`config.mk`:
```
export PLATFORM = sky130hd
export DESIGN_NAME = dual_mode_cpu_timer
export DESIGN_NICKNAME = d
export VERILOG_FILES = /design/src/rtl/dual_mode_cpu_timer.sv
export SDC_FILE = /design/constraint.sdc
export NUM_CORES = 1
export LEC_CHECK = 0
export BUFFER_PORTS_ARGS = -buffer_cell sky130_fd_sc_hd__buf_2
export CAP_MARGIN = 10
export CORE_MARGIN = 2
export CORE_UTILIZATION = 60
export DETAILED_ROUTE_END_ITERATION = 10
export GPL_TIMING_DRIVEN = 0
export PLACE_DENSITY_LB_ADDON = 0.25
export SLEW_MARGIN = 20
export SYNTH_ARGS = -nofsm -noshare
export SYNTH_HDL_FRONTEND = slang
export SYNTH_SLANG_ARGS = --single-unit
```
`constraint.sdc`:
```
create_clock -name clk -period 4.45 [get_ports clk]
set_clock_uncertainty 0.15 [all_clocks]
set_input_delay 0.2225 -clock clk [delete_from_list [all_inputs] [get_ports clk]]
set_output_delay 0.2225 -clock clk [all_outputs]
set_load 0.02 [all_outputs]
```
`src/rtl/dual_mode_cpu_timer.sv`:
```
module dual_mode_cpu_timer #(
  parameter int USER_W  = 54,
  parameter int STEP_SH = 9,
  parameter int WORD_W  = 32
) (
  input  logic              clk,
  input  logic              rst_n,
  input  logic              tick,
  input  logic              user_mode,
  input  logic              wr_en,
  input  logic              rd_en,
  input  logic [1:0]        addr,
  input  logic [WORD_W-1:0] wdata,
  output logic [WORD_W-1:0] rdata,
  output logic              irq
);
  localparam int CW  = USER_W - STEP_SH;
  localparam int LW  = WORD_W - 1 - STEP_SH;
  localparam int LCW = WORD_W - STEP_SH;
  localparam int HW  = USER_W - WORD_W;

  logic          mode_q, running, reached;
  logic [LW-1:0] lim;
  logic [CW-1:0] cnt;

  wire           chg     = user_mode != mode_q;
  wire [LW-1:0]  ctr_inc = cnt[LW-1:0] + 1'b1;
  wire           ctr_hit = (lim != '0) && (ctr_inc == lim);
  wire           wr0     = wr_en && addr == 2'd0;
  wire           wr1     = wr_en && addr == 2'd1;

  always_ff @(posedge clk) begin
    if (!rst_n) begin
      mode_q  <= 1'b0;
      running <= 1'b1;
      reached <= 1'b0;
      irq     <= 1'b0;
      lim     <= '0;
      cnt     <= '0;
    end else begin
      mode_q <= user_mode;
      if (chg) begin
        cnt <= '0;
        if (user_mode) begin
          irq     <= 1'b0;
          running <= 1'b0;
          reached <= 1'b0;
        end else begin
          running <= 1'b1;
          lim     <= '0;
        end
      end else if (!mode_q) begin
        if (tick && !wr0) begin
          cnt <= ctr_hit ? '0 : CW'(ctr_inc);
          if (ctr_hit) begin
            reached <= 1'b1;
            irq     <= 1'b1;
          end
        end
        if (rd_en && addr == 2'd0 && !(tick && ctr_hit)) begin
          reached <= 1'b0;
          irq     <= 1'b0;
        end
        if (wr0) begin
          lim <= wdata[WORD_W-2:STEP_SH];
          cnt <= '0;
          irq <= 1'b0;
        end
        if (wr_en && addr == 2'd2) lim <= wdata[WORD_W-2:STEP_SH];
      end else begin
        if (tick && running && !wr0 && !wr1) begin
          cnt <= cnt + 1'b1;
          if (&cnt) reached <= 1'b1;
        end
        if (wr0) begin
          cnt[CW-1:LCW] <= wdata[HW-1:0];
          reached       <= 1'b0;
        end
        if (wr1) begin
          cnt[LCW-1:0] <= wdata[WORD_W-1:STEP_SH];
          reached      <= 1'b0;
        end
        if (wr_en && addr == 2'd3) running <= wdata[0];
      end
    end
  end

  always_comb begin
    case (addr)
      2'd0: rdata = mode_q ? {reached, {(WORD_W-1-HW){1'b0}}, cnt[CW-1:LCW]}
                           : {1'b0, lim, {STEP_SH{1'b0}}};
      2'd1: rdata = mode_q ? {cnt[LCW-1:0], {STEP_SH{1'b0}}}
                           : {reached, cnt[LW-1:0], {STEP_SH{1'b0}}};
      2'd3: rdata = {{(WORD_W-1){1'b0}}, running};
      default: rdata = '0;
    endcase
  end
endmodule

```
==> impl_metrics.py, run 1 <==
metrics = {
    "worst_setup_path": {
        "path_common_cell": "buf_2",
        "crit_type": "flip-flop to flip-flop",
        "crit_chain": "ha_1 -> buf_2 -> nand3_2 -> nor4_1 -> buf_2 -> a21oi_1 -> a2111o_1 -> or4_1 -> nor4_4 -> o21ai_2 -> a221oi_2 -> nor2_1",
        "max_stage_delay_ns": 0.63,
        "crit_start": "cnt[1]",
        "start_kind": "flip-flop",
        "endpoint": "cnt[9]",
        "cp-end-kind": "flip-flop",
        "reg2reg_slack_ns": 0.06,
        "reg2reg_depth": 12,
        "crit_path_max_fanout": 10,
        "worstReg2RegEnd": "cnt[9]",
        "cp_data_arrival_time_ns": 4.51,
        "crit_required_ns": 4.57,
        "slowest_stage": "or4_1",
        "reg2reg_from": "cnt[1]",
    },
    "floorplan": {
        "die_x_um": 103.0,
        "start_util_pct": 61.03,
        "dieArea_mm2": 0.01061,
        "io_pins": 73,
        "row_count": 36,
        "die_h_um": 103.0,
        "coreArea_mm2": 0.009639,
    },
    "worst_hold_path": {
        "hold_class": "input pin to flip-flop",
    },
    "sta": {
        "hold_viol": 0,
        "rsz0062_at_grt": "false",
        "period_needed_ns": 4.390,
        "max_freq_mhz": 227.8,
        "fin_crit_sh_pct": 98.65,
        "worstMarginPinSlew_ns": 1.064,
        "drv_slew": 0,
        "setup_viol": 0,
        "setup_tns_ns": 0,
        "slew_headroom_pct": 28.83,
    },
    "clock_network": {
        "path_clk_slew_ns": 0.09,
        "cts.sinks": 71,
        "tritoncts": "done",
        "cts_inserted_buffers": 9,
        "clk_latency_ns": 0.38,
        "post-cts-setup-buffer-count": 0,
        "cts_htree_levels": 3,
        "root_buffer": "clkbuf_8",
        "clk_path_buf_depth": 2,
    },
    "global_route": {
        "grt_pass1_wl_um": 34890,
        "use_met2_pct": 67.13,
        "grt_max_degree": 14,
        "track_usage_pct": 43.43,
        "use_met3_pct": 9.017,
        "overflow": 0,
        "grt_pass1_vias": 6386,
        "grt.busiest_layer": "met2",
        "antenna_found_initial": 0,
        "use_met1_pct": 57.27,
    },
    "pwr": {
        "seqPwrFrac_pct": 40.1,
        "p_sw_share_pct": 34.61,
        "clkPwrFrac_pct": 37.0,
        "comb_power_share_pct": 22.9,
        "power_switching_w": 0.0005862,
        "ir_drop_mv": 0.1619,
        "pwr_density_cell_mw_per_mm2": 255.0,
        "leakage_nw": 2.394,
        "internal_power_w": 0.001108,
    },
    "logic_synthesis": {
        "synthArstFlopShare_pct": 0,
        "synth-edff-count": 0,
        "synth_area_mm2": 0.005883,
        "synth_top_area_share_pct": 24.16,
        "yosysTopAreaCell": "dfxtp_1",
        "ys_seq_area_share_pct": 24.16,
        "synthTopCellsByArea": "dfxtp_1, nor2_1, a21oi_1",
        "syn-num-nets": 903,
        "synth_top_flop_cell": "dfxtp_1",
        "ys_ff_latch": 71,
        "yosys-top-cells-count": "nor2_1, nand2_1, a21oi_1",
        "ys_warn_count": 0,
        "syn_inst": 858,
        "syn_avg_cell_area_um2": 6.857,
        "synth.distinct_cells": 71,
        "synth.most_common_cell": "nor2_1",
    },
    "run_status": {
        "status": "finished, final reports clean",
    },
    "placement": {
        "gp_congestion": 1.040,
        "hpwlAfterDp_um": 17100,
        "placed_area_mm2": 0.006395,
        "portBuffers": 69,
    },
    "detailed_routing": {
        "drtAntennaViolNets": 0,
        "route.detailed.drc": 0,
        "drt_wl_total_um": 23090,
        "firstDrtPassIters": 5,
        "via_count": 7365,
        "drt_iter0_drc": 1148,
        "wl_per_cell_um": 21.44,
        "avgViaCountPerCell": 6.838,
    },
    "cells_and_area": {
        "drive_gt1_share_pct": 11.86,
        "nFillCells": 896,
        "fin_area_mm2": 0.006643,
        "synthToLayoutAreaGrowth_pct": 12.91,
        "antenna_cells": 0,
        "nets": 984,
    },
    "flow_run": {
        "cap_violations": 0,
    },
}
[metal layers]
| layer | wire, um | share of wire (%) |
|---|---|---|
| met1 | 8422 | 36 |
| met2 | 9934 | 43 |
| met3 | 3376 | 15 |
| met4 | 1357 | 5.9 |
| met5 | 0 | 0 |
[how the worst min path moves through the flow]
stage | from | end | slack (ns) | cells past startpoint
2_1_floorplan | rst_n | running | 0.16 | 1
4_1_cts | wdata[22] | cnt[13] | 0.02 | 3
3_5_place_dp | rst_n | running | 0.31 | 2
6_report | user_mode | mode_q | 0.02 | 3
3_3_place_gp | rst_n | running | 0.30 | 2
5_1_grt | wdata[22] | cnt[13] | 0.03 | 3
[through the flow]
step	total power [W]	hold slack [ns]	setup WS [ns]	std cells	utilization [%]
final	0.001694	0.01552	0.06018	1077	68.91
after global routing	0.001727	0.02921	0.007714	1077	68.91
after CTS	0.001654	0.02087	0.08182	1077	68.82
after detailed placement	0.001054	0.3121	0.1053	1060	66.34
after global placement	0.001051	0.3037	0.1353	1060	66.34
after floorplan	0.0009231	0.1638	0.9246	858	-
[kinds of logic (layout without fill, tap and decap cells)]
family	after synthesis	after routing	synth area share, %
flops	71	71	24.16
simple gates	403	403	35.18
xor+xnor	27	27	4.253
buf+inv	86	172	5.827
fa+ha+maj	5	5	1.063
mux	16	16	2.743
compound gates	250	250	26.78
[cell type report]
cell class                 instances  area (um2)  area share [%]
inverter                          14       52.55          0.7911
tap                              133       166.4           2.505
sequential                        71        1421           21.40
timing repair buffer              70       355.3           5.349
clock inverter                     6       91.34           1.375
buffer                            72       290.3           4.370
multi-input combinational        701        4128           62.14
clock buffer                      10       137.6           2.072
[registers in the layout, indices dropped and copies added (netlist names)]
signal	count
reached	1
cnt	45
lim	22
irq	1
mode_q	1
running	1
[worst max-delay path, delay by kind of cell (launching register included)]
family,cells,cell delay (ns)
AND/OR/NAND/NOR,5,1.81
buffers and inverters,2,0.51
adder cells (fa/ha/maj),1,0.21
flip-flops,1,0.54
AO/OA/AOI/OAI,4,1.06
[layout by cell type (no fill, tap or decap), types with 4 or more instances in the layout]
| master | n |
|---|---|
| nor3_1 | 15 |
| xnor2_1 | 16 |
| clkbuf_1 | 57 |
| o32ai_1 | 4 |
| o211ai_1 | 5 |
| a211oi_1 | 5 |
| o21ai_0 | 47 |
| a21oi_1 | 84 |
| nand2_1 | 92 |
| a22o_1 | 8 |
| a22oi_1 | 23 |
| nor4_1 | 12 |
| ha_1 | 5 |
| nor2_1 | 123 |
| o21ai_1 | 4 |
| nor2b_1 | 6 |
| nor3b_1 | 30 |
| and3_1 | 22 |
| o41ai_1 | 4 |
| nand3_1 | 39 |
| and2_1 | 7 |
| o31ai_1 | 16 |
| xor2_1 | 10 |
| buf_2 | 79 |
| nand4_1 | 14 |
| or3_1 | 6 |
| mux2i_1 | 15 |
| dfxtp_1 | 71 |
| a31oi_1 | 20 |
| clkbuf_8 | 10 |
| inv_1 | 12 |
| and4_1 | 5 |
| or4_1 | 12 |
[power groups by stage]
stage               clock network, W  registers [W]  logic (W)
floorplan                          0       0.000682   0.000241
global placement                   0       0.000692   0.000360
detailed placement                 0       0.000692   0.000362
CTS                         0.000612       0.000677   0.000365
global route                0.000639       0.000680   0.000408
finish                      0.000627       0.000680   0.000387
[what timing repair did]
item                       in CTS  in global routing
resized for setup               0                  1
setup endpoints to repair       0                  6
hold endpoints to repair        1                  0
hold buffers                    1                  0
No activity file was read; power rests on OpenSTA's default activity.
==> inputs of run 2 (changes only) <==
Settings changed: CORE_UTILIZATION 60 to 35.
==> run 2 against run 1 <==
Net effect:
- first-iteration DRC count about the same
- combinational power increased by 4%
- worst hold slack improved by 0.033 ns
- sequential share of layout area decreased by 0.53 points
- critical path depth increased by 1
- clock power increased by 8.8%
==> impl_metrics.py, run 2 (synthesized netlist as in run 1, its figures left out) <==
metrics = {
    "cells_and_area": {
        "final_common_cell": "nor2_1",
        "nets": 987,
        "synthToLayoutAreaGrowth_pct": 15.78,
        "final_util_pct": 41.22,
        "layout_common_cells": "nor2_1, nand2_1, a21oi_1",
        "drive_gt1_share_pct": 11.84,
        "top_register": "cnt",
        "layout_top_registers": "cnt x45, lim x22",
        "largest_reg_flops": 45,
    },
    "pwr": {
        "internal_power_w": 0.001150,
        "p_total_w": 0.001768,
        "clkPwrFrac_pct": 38.6,
        "p_sw_share_pct": 34.93,
        "ir_drop_mv": 0.1910,
        "comb_power_share_pct": 22.8,
        "power_switching_w": 0.0006176,
        "pwr_density_cell_mw_per_mm2": 259.6,
        "seqPwrFrac_pct": 38.6,
        "leakage_nw": 2.424,
    },
    "clock_network": {
        "cts.sinks": 71,
        "clk_latency_ns": 0.36,
        "root_buffer": "clkbuf_16",
        "clk_path_buf_depth": 2,
        "path_clk_slew_ns": 0.06,
        "cts_htree_levels": 3,
        "tritoncts": "done",
        "cts_inserted_buffers": 9,
    },
    "worst_setup_path": {
        "slowest_stage": "or4_1",
        "critPathTopFamily": "simple AND/OR/NAND/NOR gates",
        "start_kind": "flip-flop",
        "reg2reg_from": "cnt[1]",
        "path_common_cell": "buf_2",
        "crit_chain": "ha_1 -> buf_2 -> nand3_2 -> nor4_1 -> buf_2 -> a21oi_1 -> a2111o_1 -> or4_1 -> nor4_4 -> buf_4 -> nor2_2 -> a32oi_1 -> o32ai_1",
        "crit_required_ns": 4.51,
        "crit_start": "cnt[1]",
        "crit_path_max_fanout": 10,
        "crit_type": "flip-flop to flip-flop",
        "max_stage_delay_ns": 0.66,
        "cp_data_arrival_time_ns": 4.38,
        "critPathBufInv": 3,
        "cp-end-kind": "flip-flop",
    },
    "global_route": {
        "grt_pass1_vias": 6411,
        "track_usage_pct": 28.85,
        "grt_max_degree": 12,
        "grt_pass1_wl_um": 39090,
        "overflow": 0,
        "antenna_found_initial": 0,
    },
    "sta": {
        "hold_slack_ns": 0.04873,
        "fin_crit_sh_pct": 97.10,
        "max_freq_mhz": 231.4,
        "post-route-worst-setup-slack_ns": 0.1292,
        "drv_slew": 0,
        "setup_viol": 0,
        "hold_viol": 0,
        "worstMarginPinSlew_ns": 0.9004,
        "slew_headroom_pct": 39.75,
        "period_needed_ns": 4.321,
    },
    "detailed_routing": {
        "firstDrtPassIters": 8,
        "drt_iter0_drc": 1149,
        "via_count": 7251,
        "drt_wl_total_um": 26370,
        "route.detailed.drc": 0,
        "avgViaCountPerCell": 6.213,
        "wl_per_cell_um": 22.60,
        "drtAntennaViolNets": 0,
    },
    "floorplan": {
        "start_util_pct": 35.60,
        "die_x_um": 133.7,
        "dieArea_mm2": 0.01786,
        "coreArea_mm2": 0.01652,
        "row_count": 47,
        "die_h_um": 133.7,
        "io_pins": 73,
    },
    "placement": {
        "hpwlAfterDp_um": 19430,
        "portBuffers": 69,
        "place_ws_ns": -0.1438,
        "gp_congestion": 1.023,
    },
    "worst_hold_path": {
        "holdCritStartpoint": "user_mode",
        "hold_class": "input pin to flip-flop",
    },
    "run_status": {
        "status": "finished, final reports clean",
    },
    "flow_run": {
        "cap_violations": 0,
    },
}
[run 2: routing by layer]
| layer | GRT usage [%] | share of wire (%) |
|---|---|---|
| met5 | 0 | 0 |
| met4 | 14.83 | 4.6 |
| met3 | 4.528 | 9.6 |
| met2 | 42.50 | 43 |
| met1 | 40.53 | 43 |
[run 2: worst paths after layout]
kind	to	slack, ns	cells after the start
hold / removal	mode_q	0.05	3
setup / recovery	cnt[2]	0.13	13
setup reg to reg	cnt[2]	0.13	13
hold reg to reg	reached	0.32	2
[run 2: cell type report]
class                   count  area [um2]
plain buffers              72       290.3
inverters                  14       52.55
fillers                  1810        9713
multi-input cells         701        4135
well taps                 220       275.3
repair buffers             73       377.9
flip-flops and latches     71        1421
clock buffers              11       232.7
clock inverters             4       23.77
diodes                      1       2.502
[run 2: power by group through the flow]
| stage | Sequential [W] | Clock (W) | Combinational (W) |
|---|---|---|---|
| 2_1_floorplan | 0.000682 | 0 | 0.000241 |
| 3_3_place_gp | 0.000694 | 0 | 0.000383 |
| 3_5_place_dp | 0.000695 | 0 | 0.000381 |
| 4_1_cts | 0.000680 | 0.000683 | 0.000386 |
| 5_1_grt | 0.000683 | 0.000703 | 0.000427 |
| 6_report | 0.000683 | 0.000682 | 0.000404 |
[run 2: through the flow]
| step | cell area, um2 | cells | setup TNS [ns] |
|---|---|---|---|
| final | 6812 | 1167 | 0 |
| after global routing | 6809 | 1166 | -0.03508 |
| after CTS | 6779 | 1163 | 0 |
| after detailed placement | 6504 | 1147 | -0.2965 |
| after global placement | 6504 | 1147 | -0.2526 |
| after floorplan | 5883 | 858 | 0 |
[run 2: timing repair]
item,in CTS,in global routing
pin swaps,1,2
setup buffers,0,3
endpoints found under the hold margin,1,0
hold buffers,1,0
resized for setup,1,1
endpoints found under the setup margin,12,14
[run 2: tightest hold or removal path, stage by stage]
cell and delay (ns):
buf_2 0.12, inv_1 0.08, nor2_1 0.09
